==> src/rtl/otp_shadow_pkg.sv <==
package otp_shadow_pkg;

  localparam int BYTE_W = 8;
  localparam logic [BYTE_W-1:0] CRC_POLY = 8'h07;

  // strobes from control to datapath
  typedef struct packed {
    logic start;  // begin a pass at address 0
    logic copy;   // pass writes shadows and covers the whole array
  } passCmd_t;

  typedef enum logic [1:0] {
    S_BOOT,
    S_LOAD,
    S_CHECK,
    S_IDLE
  } loaderState_t;

  // one byte through the serial LFSR, MSB first
  function automatic logic [BYTE_W-1:0] crcByte(input logic [BYTE_W-1:0] crcIn,
                                                input logic [BYTE_W-1:0] din);
    logic [BYTE_W-1:0] c;
    logic fb;
    c = crcIn;
    for (int i = BYTE_W - 1; i >= 0; i--) begin
      fb = c[BYTE_W-1] ^ din[i];
      c  = {c[BYTE_W-2:0], 1'b0} ^ (fb ? CRC_POLY : '0);
    end
    return c;
  endfunction

endpackage

==> src/rtl/otp_shadow_dp.sv <==
module otp_shadow_dp
  import otp_shadow_pkg::*;
#(
  parameter int ADDR_W  = 7,
  parameter int CRC_END = 57,
  parameter int CRC_AT  = 63
) (
  input  logic                clk,
  input  logic                rstN,
  input  passCmd_t            cmd,
  output logic                otpRdEn,
  output logic [ADDR_W-1:0]   otpAddr,
  input  logic [BYTE_W-1:0]   otpData,
  output logic                shWrEn,
  output logic [ADDR_W-1:0]   shWrAddr,
  output logic [BYTE_W-1:0]   shWrData,
  output logic                passDone,
  output logic                crcMatch
);

  localparam int LAST_ALL = (1 << ADDR_W) - 1;
  localparam logic [ADDR_W-1:0] LAST_FULL = ADDR_W'(LAST_ALL);
  localparam logic [ADDR_W-1:0] LAST_CHK  = ADDR_W'(CRC_AT);
  localparam logic [ADDR_W-1:0] END_SPAN  = ADDR_W'(CRC_END);

  logic              run, validQ, copyQ, matchQ;
  logic [ADDR_W-1:0] rdAddr, addrQ;
  logic [BYTE_W-1:0] crcQ;
  logic [ADDR_W-1:0] lastAddr;

  assign lastAddr = copyQ ? LAST_FULL : LAST_CHK;

  always_ff @(posedge clk or negedge rstN) begin
    if (!rstN) begin
      run    <= 1'b0;
      validQ <= 1'b0;
      copyQ  <= 1'b0;
      matchQ <= 1'b0;
      rdAddr <= '0;
      addrQ  <= '0;
      crcQ   <= '0;
    end else begin
      validQ <= run;
      if (run) begin
        addrQ  <= rdAddr;
        rdAddr <= rdAddr + 1'b1;
        if (rdAddr == lastAddr) run <= 1'b0;
      end
      if (validQ && addrQ <= END_SPAN) crcQ <= crcByte(crcQ, otpData);
      if (validQ && addrQ == LAST_CHK) matchQ <= (crcQ == otpData);
      if (cmd.start) begin
        run    <= 1'b1;
        rdAddr <= '0;
        copyQ  <= cmd.copy;
        crcQ   <= '0;
      end
    end
  end

  assign otpRdEn  = run;
  assign otpAddr  = rdAddr;
  assign shWrEn   = validQ && copyQ;
  assign shWrAddr = addrQ;
  assign shWrData = otpData;
  assign passDone = validQ && (addrQ == lastAddr);
  assign crcMatch = (addrQ == LAST_CHK) ? (crcQ == otpData) : matchQ;

endmodule

==> src/rtl/otp_shadow_ctrl.sv <==
module otp_shadow_ctrl
  import otp_shadow_pkg::*;
#(
  parameter int CNT_W = 16
) (
  input  logic             clk,
  input  logic             rstN,
  input  logic             crcDisable,
  input  logic             ctrlPortMode,
  input  logic [CNT_W-1:0] checkInterval,
  input  logic             statusRead,
  input  logic             passDone,
  input  logic             crcMatch,
  output passCmd_t         cmd,
  output logic             ready,
  output logic             useDefaults,
  output logic             crcFail
);

  loaderState_t     state;
  logic [CNT_W-1:0] idleCnt;
  logic             cpQ, cpPend;
  logic             checkOn, cpExit, periodicHit, startCheck, failNow;

  assign checkOn     = !crcDisable && !ctrlPortMode;
  assign cpExit      = cpQ && !ctrlPortMode;
  assign periodicHit = (checkInterval != '0) && (idleCnt == checkInterval - 1'b1);
  assign startCheck  = (state == S_IDLE) && checkOn && (periodicHit || cpPend);
  assign failNow     = passDone && checkOn && !crcMatch;

  always_comb begin
    cmd.start = (state == S_BOOT) || startCheck || (state == S_CHECK && failNow);
    cmd.copy  = (state != S_IDLE);
  end

  always_ff @(posedge clk or negedge rstN) begin
    if (!rstN) begin
      state       <= S_BOOT;
      idleCnt     <= '0;
      cpQ         <= 1'b0;
      cpPend      <= 1'b0;
      ready       <= 1'b0;
      useDefaults <= 1'b0;
      crcFail     <= 1'b0;
    end else begin
      cpQ    <= ctrlPortMode;
      cpPend <= (cpPend && !startCheck) || (cpExit && !crcDisable);

      if (state == S_IDLE && checkOn && checkInterval != '0 && !startCheck)
        idleCnt <= idleCnt + 1'b1;
      else
        idleCnt <= '0;

      if (failNow) crcFail <= 1'b1;
      else if (statusRead) crcFail <= 1'b0;

      unique case (state)
        S_BOOT:  state <= S_LOAD;
        S_LOAD:  if (passDone) begin
                   ready       <= 1'b1;
                   useDefaults <= failNow;
                   state       <= S_IDLE;
                 end
        S_CHECK: if (passDone) state <= failNow ? S_LOAD : S_IDLE;
        S_IDLE:  if (startCheck) state <= S_CHECK;
        default: state <= S_IDLE;
      endcase
    end
  end

endmodule

==> src/rtl/otp_shadow_loader.sv <==
module otp_shadow_loader
  import otp_shadow_pkg::*;
#(
  parameter int ADDR_W  = 7,
  parameter int CRC_END = 57,
  parameter int CRC_AT  = 63,
  parameter int CNT_W   = 16
) (
  input  logic              clk,
  input  logic              rstN,
  output logic              otpRdEn,
  output logic [ADDR_W-1:0] otpAddr,
  input  logic [7:0]        otpData,
  output logic              shWrEn,
  output logic [ADDR_W-1:0] shWrAddr,
  output logic [7:0]        shWrData,
  input  logic              crcDisable,
  input  logic              ctrlPortMode,
  input  logic [CNT_W-1:0]  checkInterval,
  input  logic              statusRead,
  output logic              ready,
  output logic              useDefaults,
  output logic              crcFail
);

  passCmd_t cmd;
  logic     passDone, crcMatch;

  otp_shadow_ctrl #(.CNT_W(CNT_W)) u_ctrl (
    .clk(clk), .rstN(rstN),
    .crcDisable(crcDisable), .ctrlPortMode(ctrlPortMode),
    .checkInterval(checkInterval), .statusRead(statusRead),
    .passDone(passDone), .crcMatch(crcMatch), .cmd(cmd),
    .ready(ready), .useDefaults(useDefaults), .crcFail(crcFail)
  );

  otp_shadow_dp #(.ADDR_W(ADDR_W), .CRC_END(CRC_END), .CRC_AT(CRC_AT)) u_dp (
    .clk(clk), .rstN(rstN), .cmd(cmd),
    .otpRdEn(otpRdEn), .otpAddr(otpAddr), .otpData(otpData),
    .shWrEn(shWrEn), .shWrAddr(shWrAddr), .shWrData(shWrData),
    .passDone(passDone), .crcMatch(crcMatch)
  );

endmodule

==> config.mk <==
export PLATFORM = sky130hd
export DESIGN_NAME = otp_shadow_loader
export DESIGN_NICKNAME = d
export VERILOG_FILES = /design/src/rtl/otp_shadow_pkg.sv /design/src/rtl/otp_shadow_dp.sv /design/src/rtl/otp_shadow_ctrl.sv /design/src/rtl/otp_shadow_loader.sv
export SDC_FILE = /design/constraint.sdc
export NUM_CORES = 1
export LEC_CHECK = 0
export ABC_CLOCK_PERIOD_IN_PS = 4100
export BUFFER_PORTS_ARGS = -buffer_cell sky130_fd_sc_hd__buf_2
export CORE_UTILIZATION = 47
export DETAILED_ROUTE_END_ITERATION = 8
export GPL_ROUTABILITY_DRIVEN = 0
export HOLD_SLACK_MARGIN = 0.02
export PLACE_DENSITY = 0.69
export REMOVE_ABC_BUFFERS = 1
export SLEW_MARGIN = 20
export SYNTH_ARGS = -nofsm -noshare
export SYNTH_HDL_FRONTEND = slang
export SYNTH_SLANG_ARGS = --single-unit
==> constraint.sdc <==
create_clock -name clk -period 4.1 [get_ports clk]
set_input_delay 0 -clock clk [delete_from_list [all_inputs] [get_ports clk]]
set_output_delay 0 -clock clk [all_outputs]
set_load 0.02 [all_outputs]
==> results of run 1 <==
==> state kept, by name (all words and copies together), names as in the netlist <==
signal,flops
u_dp.otpAddr,7
u_ctrl.useDefaults,1
u_ctrl.state,2
u_ctrl.ready,1
u_ctrl.idleCnt,16
u_dp.shWrAddr,7
u_dp.copyQ,1
u_ctrl.cpPend,1
u_ctrl.cpQ,1
u_ctrl.crcFail,1
u_dp.otpRdEn,1
u_dp.matchQ,1
u_dp.validQ,1
u_dp.crcQ,8
==> per-stage QoR <==
step	std cells	power (uW)
global route	474	1960
global placement	463	1490
CTS	474	1820
floorplan	327	1310
finish	474	1800
detailed placement	463	1510
==> cell type report <==
cell class                      count  area, um2
Clock buffer                        5       68.8
Clock inverter                      3       26.3
Fill cell                         620       3090
Inverter                            7       26.3
Multi-Input combinational cell    271       1910
Sequential cell                    49       1230
Tap cell                           80        100
Timing Repair Buffer               59        315
==> power breakdown <==
part           switching (uW)  internal, uW
logic                     425           387
clock network             173           124
registers                 104           587
total                     702          1100
==> logic make-up after synthesis <==
| family | after synthesis | share of synthesized area, % |
|---|---|---|
| flip-flops | 49 | 37.5 |
| adder cells (fa/ha/maj) | 7 | 2.68 |
| multiplexers | 9 | 3.02 |
| XOR/XNOR | 63 | 18.2 |
| AND/OR/NAND/NOR | 150 | 24.0 |
| buffers and inverters | 25 | 4.29 |
| AO/OA/AOI/OAI | 42 | 10.3 |
==> synth_stat cells, types with 8 or more instances <==
master,n
buf_4,8
dfrtp_1,49
nand2_1,33
nand3_1,13
nand4_1,11
nor2_1,33
nor3_1,23
o21ai_0,14
xnor2_1,31
xor2_1,29
==> worst max-delay path by stage <==
stage / start / to / slack, ns / cells after the start
6_report: u_ctrl.idleCnt[3] / u_dp.otpRdEn / 1.35 / 6
5_1_grt: u_ctrl.idleCnt[2] / u_dp.otpAddr[2] / 1.19 / 6
3_5_place_dp: checkInterval[0] / u_dp.otpRdEn / 1.28 / 9
4_1_cts: u_ctrl.idleCnt[3] / u_dp.otpRdEn / 1.34 / 6
3_3_place_gp: checkInterval[8] / u_dp.otpRdEn / 1.29 / 7
2_1_floorplan: u_ctrl.idleCnt[3] / u_dp.otpRdEn / 1.80 / 6
==> layer usage <==
metal  routed length (um)  vias to the layer above  global-route usage, %
met5                    0                        -                      0
met2                 3300                       58                   34.6
met3                  250                        8                   3.11
met1                 3210                     1267                   26.3
met4                   64                        0                   4.09
li1                     -                     1305                      -
==> what timing repair did <==
item	in CTS	in global routing
endpoints found under the hold margin	51	0
hold buffers	3	0
endpoints found under the setup margin	0	0
==> tightest hold or removal path, cell delays in order <==
cell and delay (ns):
buf_2 0.07, nor2_1 0.09, o211ai_1 0.11, o31ai_1 0.08
==> cell usage in the layout (no fill, tap or decap), types with 3 or more instances in the layout <==
cell	count
o21ai_0	14
nor3_1	23
inv_1	7
o31ai_1	3
clkbuf_8	5
nand4_1	11
xor2_1	29
nor4_1	4
nor2_1	33
and3_1	4
buf_2	54
or2_2	3
xnor2_1	31
nor3b_1	3
o211ai_1	3
dfrtp_1	49
mux2_2	7
nand3_1	13
nand2_1	33
nand2b_1	4
nor2b_1	3
ha_1	7
dlygate4sd3_1	3
==> metrics.txt, run 1 <==
Die X=85.4 um; Synth Area per Inst=9.47 um2; post-synth cell types=59; asr flop ratio synth=100%; R2R Path Start=u_ctrl.idleCnt[3]; design area=3670 um2; critical path type=reg2reg; layout cells sized above 1=22.3%; static leakage=0.00159 uW; EDFF count, synth=0; Clock Skew=0.0123 ns; Die Area=7290 um2; Bufs and invs on worst path=0; Final min period=2.75 ns; HPWL after detailed placement=5030 um; CTS tree=yes; max-cap viol count=0; final wirelength=6830 um; HP Class=in2reg; Crit Reg-Reg Endpoint=u_dp.otpRdEn; initial antenna violation count=0; Iteration-0 DRC Markers=97; vias per inst=5.57; drt wl/cell=14.4 um; clk sink count=49; worst r2r path cells=6; area delta synth->final=12.3%; Post-Place Cell Area=3540 um2; post-synthesis cell count=345; FMAX=364 MHz; Core Util, Final=54.3%; WHS Endpoint=u_ctrl.useDefaults; FF+latch count, synth=49; IO Port Bufs=55; outcome=completed; Worst Setup End Kind=flop; Post-Place Setup Slack=1.28 ns; CP startpoint kind=flop; Hold Crit Depth=4; Max VDD drop=0.390 mV; post-route setup TNS=0 ns; Area contributors post-synth=dfrtp_1 38%, xnor2_1 8.3%, xor2_1 7.8%, nand2_1 3.8%, nor2_1 3.8%; Final Hold Fails=0; crit path cell chain=xor2_1 > xnor2_1 > nand4_1 > or4_4 > a2111oi_4 > or2_2; CP Max Fanout=17; Arr. time, crit path=2.99 ns; top cell type by total area after synthesis=dfrtp_1; CTS resizes=0; Final Setup Violations=0; nets=429; Synth top area share=37.5%; clock tree buffer depth=2; P per Cell Area=491 nW/um2; grt ovf=0; All-Layer GR Usage=19.9%; Die H=85.4 um; CTS Buf Count=5; number of routed nets with antenna violations=0; CP Data Required Time=4.35 ns; worst rel slew slack=28.6%; worst slew pin tran=1.07 ns; fin worst setup slack=1.35 ns; first-pass GRT wire length=11,500 um; Cell Area, Synth=3270 um2; register area share after synthesis=37.5%; std cell rows=30; final period utilization=67.0%; Top delay family on crit path=compound AO/OA/AOI/OAI gates; Clk pin slew, worst setup/hold paths=0.10 ns; highest cell delay on the worst timing path=0.96 ns; H-tree Lvls=2; number of diodes=0; critical hold path startpoint=crcDisable; setup bufs post-CTS=0; Max Slew Vio Count=0; Ys Warns=0; ys flop type=dfrtp_1; core footprint=6760 um2; DR pass1 iterations=4; vias in the first global route=2,506; DRC viols=0; # IOs=56; Initial Util=48.4%; CTS Root Cell=clkbuf_8; RSZ-0062 raised after global routing=no; R2R setup slack=1.35 ns; Worst-Skew Late Latency=0.31 ns; via count=2,638; Critical Path Slowest Stage Cell=a2111oi_4; WHS=0.0750 ns; largest net degree at the start of global routing=50
Note: power is estimated with default switching activity, not from simulation.
==> run 2, diff against run 1 <==
--- a/config.mk
+++ b/config.mk
@@ -5,7 +5,7 @@
 export SDC_FILE = /design/constraint.sdc
 export NUM_CORES = 1
 export LEC_CHECK = 0
-export ABC_CLOCK_PERIOD_IN_PS = 4100
+export ABC_CLOCK_PERIOD_IN_PS = 2700
 export BUFFER_PORTS_ARGS = -buffer_cell sky130_fd_sc_hd__buf_2
 export CORE_UTILIZATION = 47
 export DETAILED_ROUTE_END_ITERATION = 8
==> constraint.sdc (replaced) <==
create_clock -name clk -period 2.7 [get_ports clk]
set_input_delay 0 -clock clk [delete_from_list [all_inputs] [get_ports clk]]
set_output_delay 0 -clock clk [all_outputs]
set_load 0.02 [all_outputs]
==> metrics.txt, run 2 (same netlist as run 1, synthesis figures left out) <==
number of routed nets with antenna violations=0 (unchanged); vias in the first global route=2,652 (+5.8%); Arr. time, crit path=2.58 ns (-0.41 ns); largest net degree at the start of global routing=50 (unchanged); Worst Setup End Kind=flop; DRC viols=0 (unchanged); HPWL after detailed placement=5250 um (+4.4%); Clk pin slew, worst setup/hold paths=0.10 ns (about the same); Largest regs=u_ctrl.idleCnt x16, u_dp.crcQ x8; Final Setup Violations=0 (unchanged); HP Class=in2reg; initial antenna violation count=0 (unchanged); CP Data Required Time=2.90 ns (-1.45 ns); vias per inst=5.61 (+0.89%); met3 wire length=265 um (+6.0%); RSZ-0062 raised after global routing=no; core footprint=6760 um2 (unchanged); Die X=85.4 um (unchanged); worst slew pin tran=0.694 ns (-0.377 ns); final period utilization=88.2% (+21 points); Final min period=2.38 ns (-0.364 ns); worst rel slew slack=53.1% (+24 points); CP Max Fanout=11 (-6); max-cap viol count=0 (unchanged); IO Port Bufs=55 (unchanged); CTS Buf Count=5 (unchanged); grt ovf=0 (unchanged); static leakage=0.00166 uW (+4.4%); design area=3770 um2 (+2.8%); most common cell after layout, fill and taps aside=buf_2; Die H=85.4 um (unchanged); storage element area=1230 um2 (unchanged); number of diodes=0 (unchanged); critical path type=reg2reg; crit path cell chain=nand3_1 > nor4b_1 > o2111ai_1 > a31o_2 > buf_4 > o21ai_0 > nor2_1; Worst-Skew Late Latency=0.31 ns (about the same); Clock Skew=0.0119 ns (-0.000460 ns); Max VDD drop=0.632 mV (+62%); met1 wire length=3250 um (+1.4%); clk sink count=49 (unchanged); highest cell delay on the worst timing path=0.69 ns (-0.27 ns); H-tree Lvls=2 (unchanged); clock tree buffer depth=2 (unchanged); area delta synth->final=15.4%; max reg flops=16 (unchanged); area of the multi-input gates=1900 um2 (-0.20%); outcome=completed; fill count=632 (+1.9%); Top Metal Used=met4; commonest cells after routing, fill and taps aside=55 x buf_2, 49 x dfrtp_1, 33 x nor2_1, 33 x nand2_1, 31 x xnor2_1; Biggest register=u_ctrl.idleCnt; post-route setup TNS=0 ns (unchanged); Initial Util=48.4% (unchanged); std cell rows=30 (unchanged); Max Slew Vio Count=0 (unchanged); metal2 WL=3570 um (+7.9%); nets=438 (+2.1%); All-Layer GR Usage=21.4% (+1.5 points); Final Hold Fails=0 (unchanged); CP startpoint kind=flop; layout cells sized above 1=23.8% (+1.5 points); first-pass GRT wire length=12,300 um (+7.0%); DR pass1 iterations=4 (unchanged); P per Cell Area=787 nW/um2 (+60%); final wirelength=7190 um (+5.2%); FMAX=420 MHz (+15%); via count=2,712 (+2.8%); CTS Root Cell=clkbuf_8; Critical Path Slowest Stage Cell=nor4b_1; drt wl/cell=14.9 um (+3.3%); Die Area=7290 um2 (unchanged); # IOs=56 (unchanged); CTS tree=yes; Iteration-0 DRC Markers=170 (+75%); Post-Place Cell Area=3600 um2 (+1.9%)
==> run 2: changes by cell type in the layout (fill, tap and decap cells not counted), sizes merged <==
cell      before  now
buf           56   65
bufinv         0    2
clkinvlp       2    0
==> run 2: final cells by class <==
type	instances	area share, %
clock buffers	5	1.82
clock inverters	3	1.82
inverters	7	0.697
multi-input cells	271	50.4
flip-flops and latches	49	32.5
well taps	80	2.65
repair buffers	68	10.1
==> run 2: what timing repair did <==
| action | 4_1_cts | 5_1_grt |
|---|---|---|
| hold buffers | 3 | 0 |
| resized for setup | 0 | 0 |
| hold endpoints to repair | 51 | 0 |
| setup buffers | 0 | 0 |
==> run 2: report_power, final <==
group / switching (uW) / total, uW / internal (uW)
Sequential: 168 / 1060 / 890
Clock: 255 / 628 / 373
Combinational: 670 / 1280 / 613
==> run 2: metrics by stage <==
stage	std cells	setup WS (ns)	util [%]	total power, uW	hold slack [ns]
3_5_place_dp	472	0.321	53.4	2350	0.127
3_3_place_gp	472	0.417	53.4	2290	0.122
6_report	483	0.318	55.8	2970	0.0806
5_1_grt	483	0.0650	55.8	3220	0.142
2_1_floorplan	327	0.396	-	2000	-0.296
4_1_cts	483	0.345	55.8	3000	0.0713
==> run 2: final timing paths <==
path | startpoint | to | slack (ns) | depth (start not counted)
worst min-delay path | crcDisable | u_ctrl.useDefaults | 0.08 | 4
max in group asynchronous | rstN | u_dp.shWrAddr[4] | 1.95 | 3
min in group asynchronous | rstN | u_ctrl.cpQ | 0.32 | 3
worst max register to register | u_dp.shWrAddr[5] | u_dp.crcQ[4] | 0.32 | 7
worst min register to register | u_ctrl.ready | u_ctrl.ready | 0.48 | 1
worst max-delay path | u_dp.shWrAddr[5] | u_dp.crcQ[4] | 0.32 | 7
==> run 2: routing by layer <==
layer	vias up	GRT usage [%]
met3	10	3.40
met2	57	37.0
met1	1320	27.6
met5	-	0
met4	0	6.36
li1	1325	-
==> run 2: worst max-delay path: cells and delay by family, from the launching register on <==
kind            cells  cell delay (ns)
simple gates        3             0.96
buf+inv             1             0.19
flops               1             0.39
compound gates      3             0.74
==> run 3, diff against run 2 <==
--- a/config.mk
+++ b/config.mk
@@ -7,11 +7,12 @@
 export LEC_CHECK = 0
 export ABC_CLOCK_PERIOD_IN_PS = 2700
 export BUFFER_PORTS_ARGS = -buffer_cell sky130_fd_sc_hd__buf_2
+export CAP_MARGIN = 40
 export CORE_UTILIZATION = 47
 export DETAILED_ROUTE_END_ITERATION = 8
 export GPL_ROUTABILITY_DRIVEN = 0
 export HOLD_SLACK_MARGIN = 0.02
-export PLACE_DENSITY = 0.69
+export PLACE_DENSITY = 0.71
 export REMOVE_ABC_BUFFERS = 1
 export SLEW_MARGIN = 20
 export SYNTH_ARGS = -nofsm -noshare
==> constraint.sdc (replaced) <==
create_clock -name clk -period 2.7 [get_ports clk]
set_input_delay 0.675 -clock clk [delete_from_list [all_inputs] [get_ports clk]]
set_output_delay 0.675 -clock clk [all_outputs]
set_load 0.02 [all_outputs]
==> metrics.txt, run 3 (same netlist as run 1, synthesis figures left out) <==
outcome=completed; most common cell after layout, fill and taps aside=buf_2; Clk pin slew, worst setup/hold paths=0.09 ns (about the same); max reg flops=16 (unchanged); Top Metal Used=met4; final period utilization=94.9% (+6.7 points); Max Slew Vio Count=0 (unchanged); metal2 WL=3540 um (-0.81%); CP startpoint kind=input pin; CTS tree=yes; Biggest register=u_ctrl.idleCnt; HP Class=in2async; DR pass1 iterations=4 (unchanged); Initial Util=48.4% (unchanged); CP Data Required Time=2.89 ns (about the same); Arr. time, crit path=2.75 ns (+0.17 ns); vias per inst=5.48 (-2.4%); Logic pwr share=45.0% (+1.8 points); grt ovf=0 (unchanged); layout cells sized above 1=27.6% (+3.8 points); Die Area=7290 um2 (unchanged); vias in the first global route=2,639 (-0.49%); # IOs=56 (unchanged); critical path type=in2reg; clock network fraction of total power=18.7% (-2.5 points); Worst Setup End Kind=flop; Internal=1840 uW (-1.8%); nets=455 (+3.9%); clk sink count=49 (unchanged); Largest regs=u_ctrl.idleCnt x16, u_dp.crcQ x8; Seq pwr share=36.3% (+0.7 points); Max VDD drop=0.619 mV (-2.1%); total power=2910 uW (-1.8%); via count=2,741 (+1.1%); CP Max Fanout=17 (+6); max-cap viol count=0 (unchanged); sw power=1070 uW (-1.8%); initial antenna violation count=0 (unchanged); first-pass GRT wire length=12,300 um (-0.56%); DRC viols=0 (unchanged); setup bufs post-CTS=0 (unchanged); HPWL after detailed placement=5440 um (+3.7%); FMAX=390 MHz (-7.0%); WHS=0.310 ns (+0.230 ns); static leakage=0.00174 uW (+4.7%); Final Setup Violations=0 (unchanged); P per Cell Area=748 nW/um2 (-5.0%); # hold bufs at CTS=0 (-3); All-Layer GR Usage=21.2% (-0.14 points); IO Port Bufs=55 (unchanged); std cell rows=30 (unchanged); CTS Root Cell=clkbuf_8; Final Hold Fails=0 (unchanged); met3 wire length=209 um (-21%); CTS Buf Count=5 (unchanged); Worst-Skew Late Latency=0.30 ns (about the same); met1 wire length=3330 um (+2.3%); commonest cells after routing, fill and taps aside=55 x buf_2, 49 x dfrtp_1, 33 x nor2_1, 33 x nand2_1, 31 x xnor2_1; core footprint=6760 um2 (unchanged); Iteration-0 DRC Markers=166 (-2.4%); Final min period=2.56 ns (+0.180 ns); Clock Skew=0.00492 ns (-0.00696 ns); final wirelength=7180 um (-0.14%); area delta synth->final=19.3%; drt wl/cell=14.4 um (-3.5%); Die X=85.4 um (unchanged); number of diodes=0 (unchanged); RSZ-0062 raised after global routing=no; Die H=85.4 um (unchanged); H-tree Lvls=2 (unchanged); Net Sw Frac=36.8% (about the same); number of routed nets with antenna violations=0 (unchanged); worst rel slew slack=61.9% (+8.8 points); worst slew pin tran=0.564 ns (-0.130 ns); largest net degree at the start of global routing=30 (-40%); clock tree buffer depth=2 (unchanged)
-- run 3: through the flow --
| stage | TNS, ns | setup WS, ns | instance area (um2) | std cells | utilization (%) |
|---|---|---|---|---|---|
| finish | 0 | 0.138 | 3900 | 500 | 57.7 |
| floorplan | -3.64 | -0.176 | 3150 | 327 | - |
| CTS | 0 | 0.108 | 3900 | 500 | 57.7 |
| global route | 0 | 0.0406 | 3900 | 500 | 57.7 |
| detailed placement | -5.38 | -0.216 | 3780 | 492 | 55.9 |
| global placement | -2.90 | -0.134 | 3780 | 492 | 55.9 |
-- run 3: worst max-delay path, cell delays in order --
cell and delay [ns]:
buf_2 0.12, nor4_1 0.31, buf_4 0.18, and4b_1 0.29, mux2i_1 0.12, o31ai_2 0.42
a2111oi_4 0.16, buf_12 0.19, or2_2 0.27
-- run 3: layer usage --
metal / track usage (%) / up-vias
met1: 27.6 / 1320
met4: 6.67 / 0
met5: 0 / -
met3: 3.99 / 8
met2: 36.0 / 57
li1: - / 1356
-- run 3: final timing paths --
check	startpoint	endpoint	slack (ns)	depth (start not counted)
worst min-delay path	rstN	u_ctrl.ready	0.31	1
worst max-delay path	checkInterval[0]	u_dp.otpRdEn	0.14	9
worst min register to register	u_ctrl.ready	u_ctrl.ready	0.47	1
worst max register to register	u_dp.shWrAddr[5]	u_dp.crcQ[4]	0.49	7
max in group asynchronous	rstN	u_dp.shWrAddr[3]	1.64	2
min in group clk	u_ctrl.ready	u_ctrl.ready	0.47	1
-- run 3: cell type report --
class / instances / area [um2]
fill: 614 / 2860
multi-input combinational: 271 / 1900
sequential: 49 / 1230
timing repair buffer: 85 / 526
tap: 80 / 100
clock buffer: 7 / 86.3
clock inverter: 1 / 30.0
inverter: 7 / 26.3
-- run 3: repair_timing --
item	4_1_cts	5_1_grt
setup endpoints to repair	0	18
endpoints found under the hold margin	0	0
gates resized for setup	0	1
-- run 3: power by group through the flow --
stage          registers, uW  clock network [uW]  logic [uW]
2_1_floorplan           1100                   0         893
3_3_place_gp            1060                   0        1280
3_5_place_dp            1070                   0        1320
4_1_cts                 1060                 555        1330
5_1_grt                 1080                 592        1490
6_report                1060                 544        1310
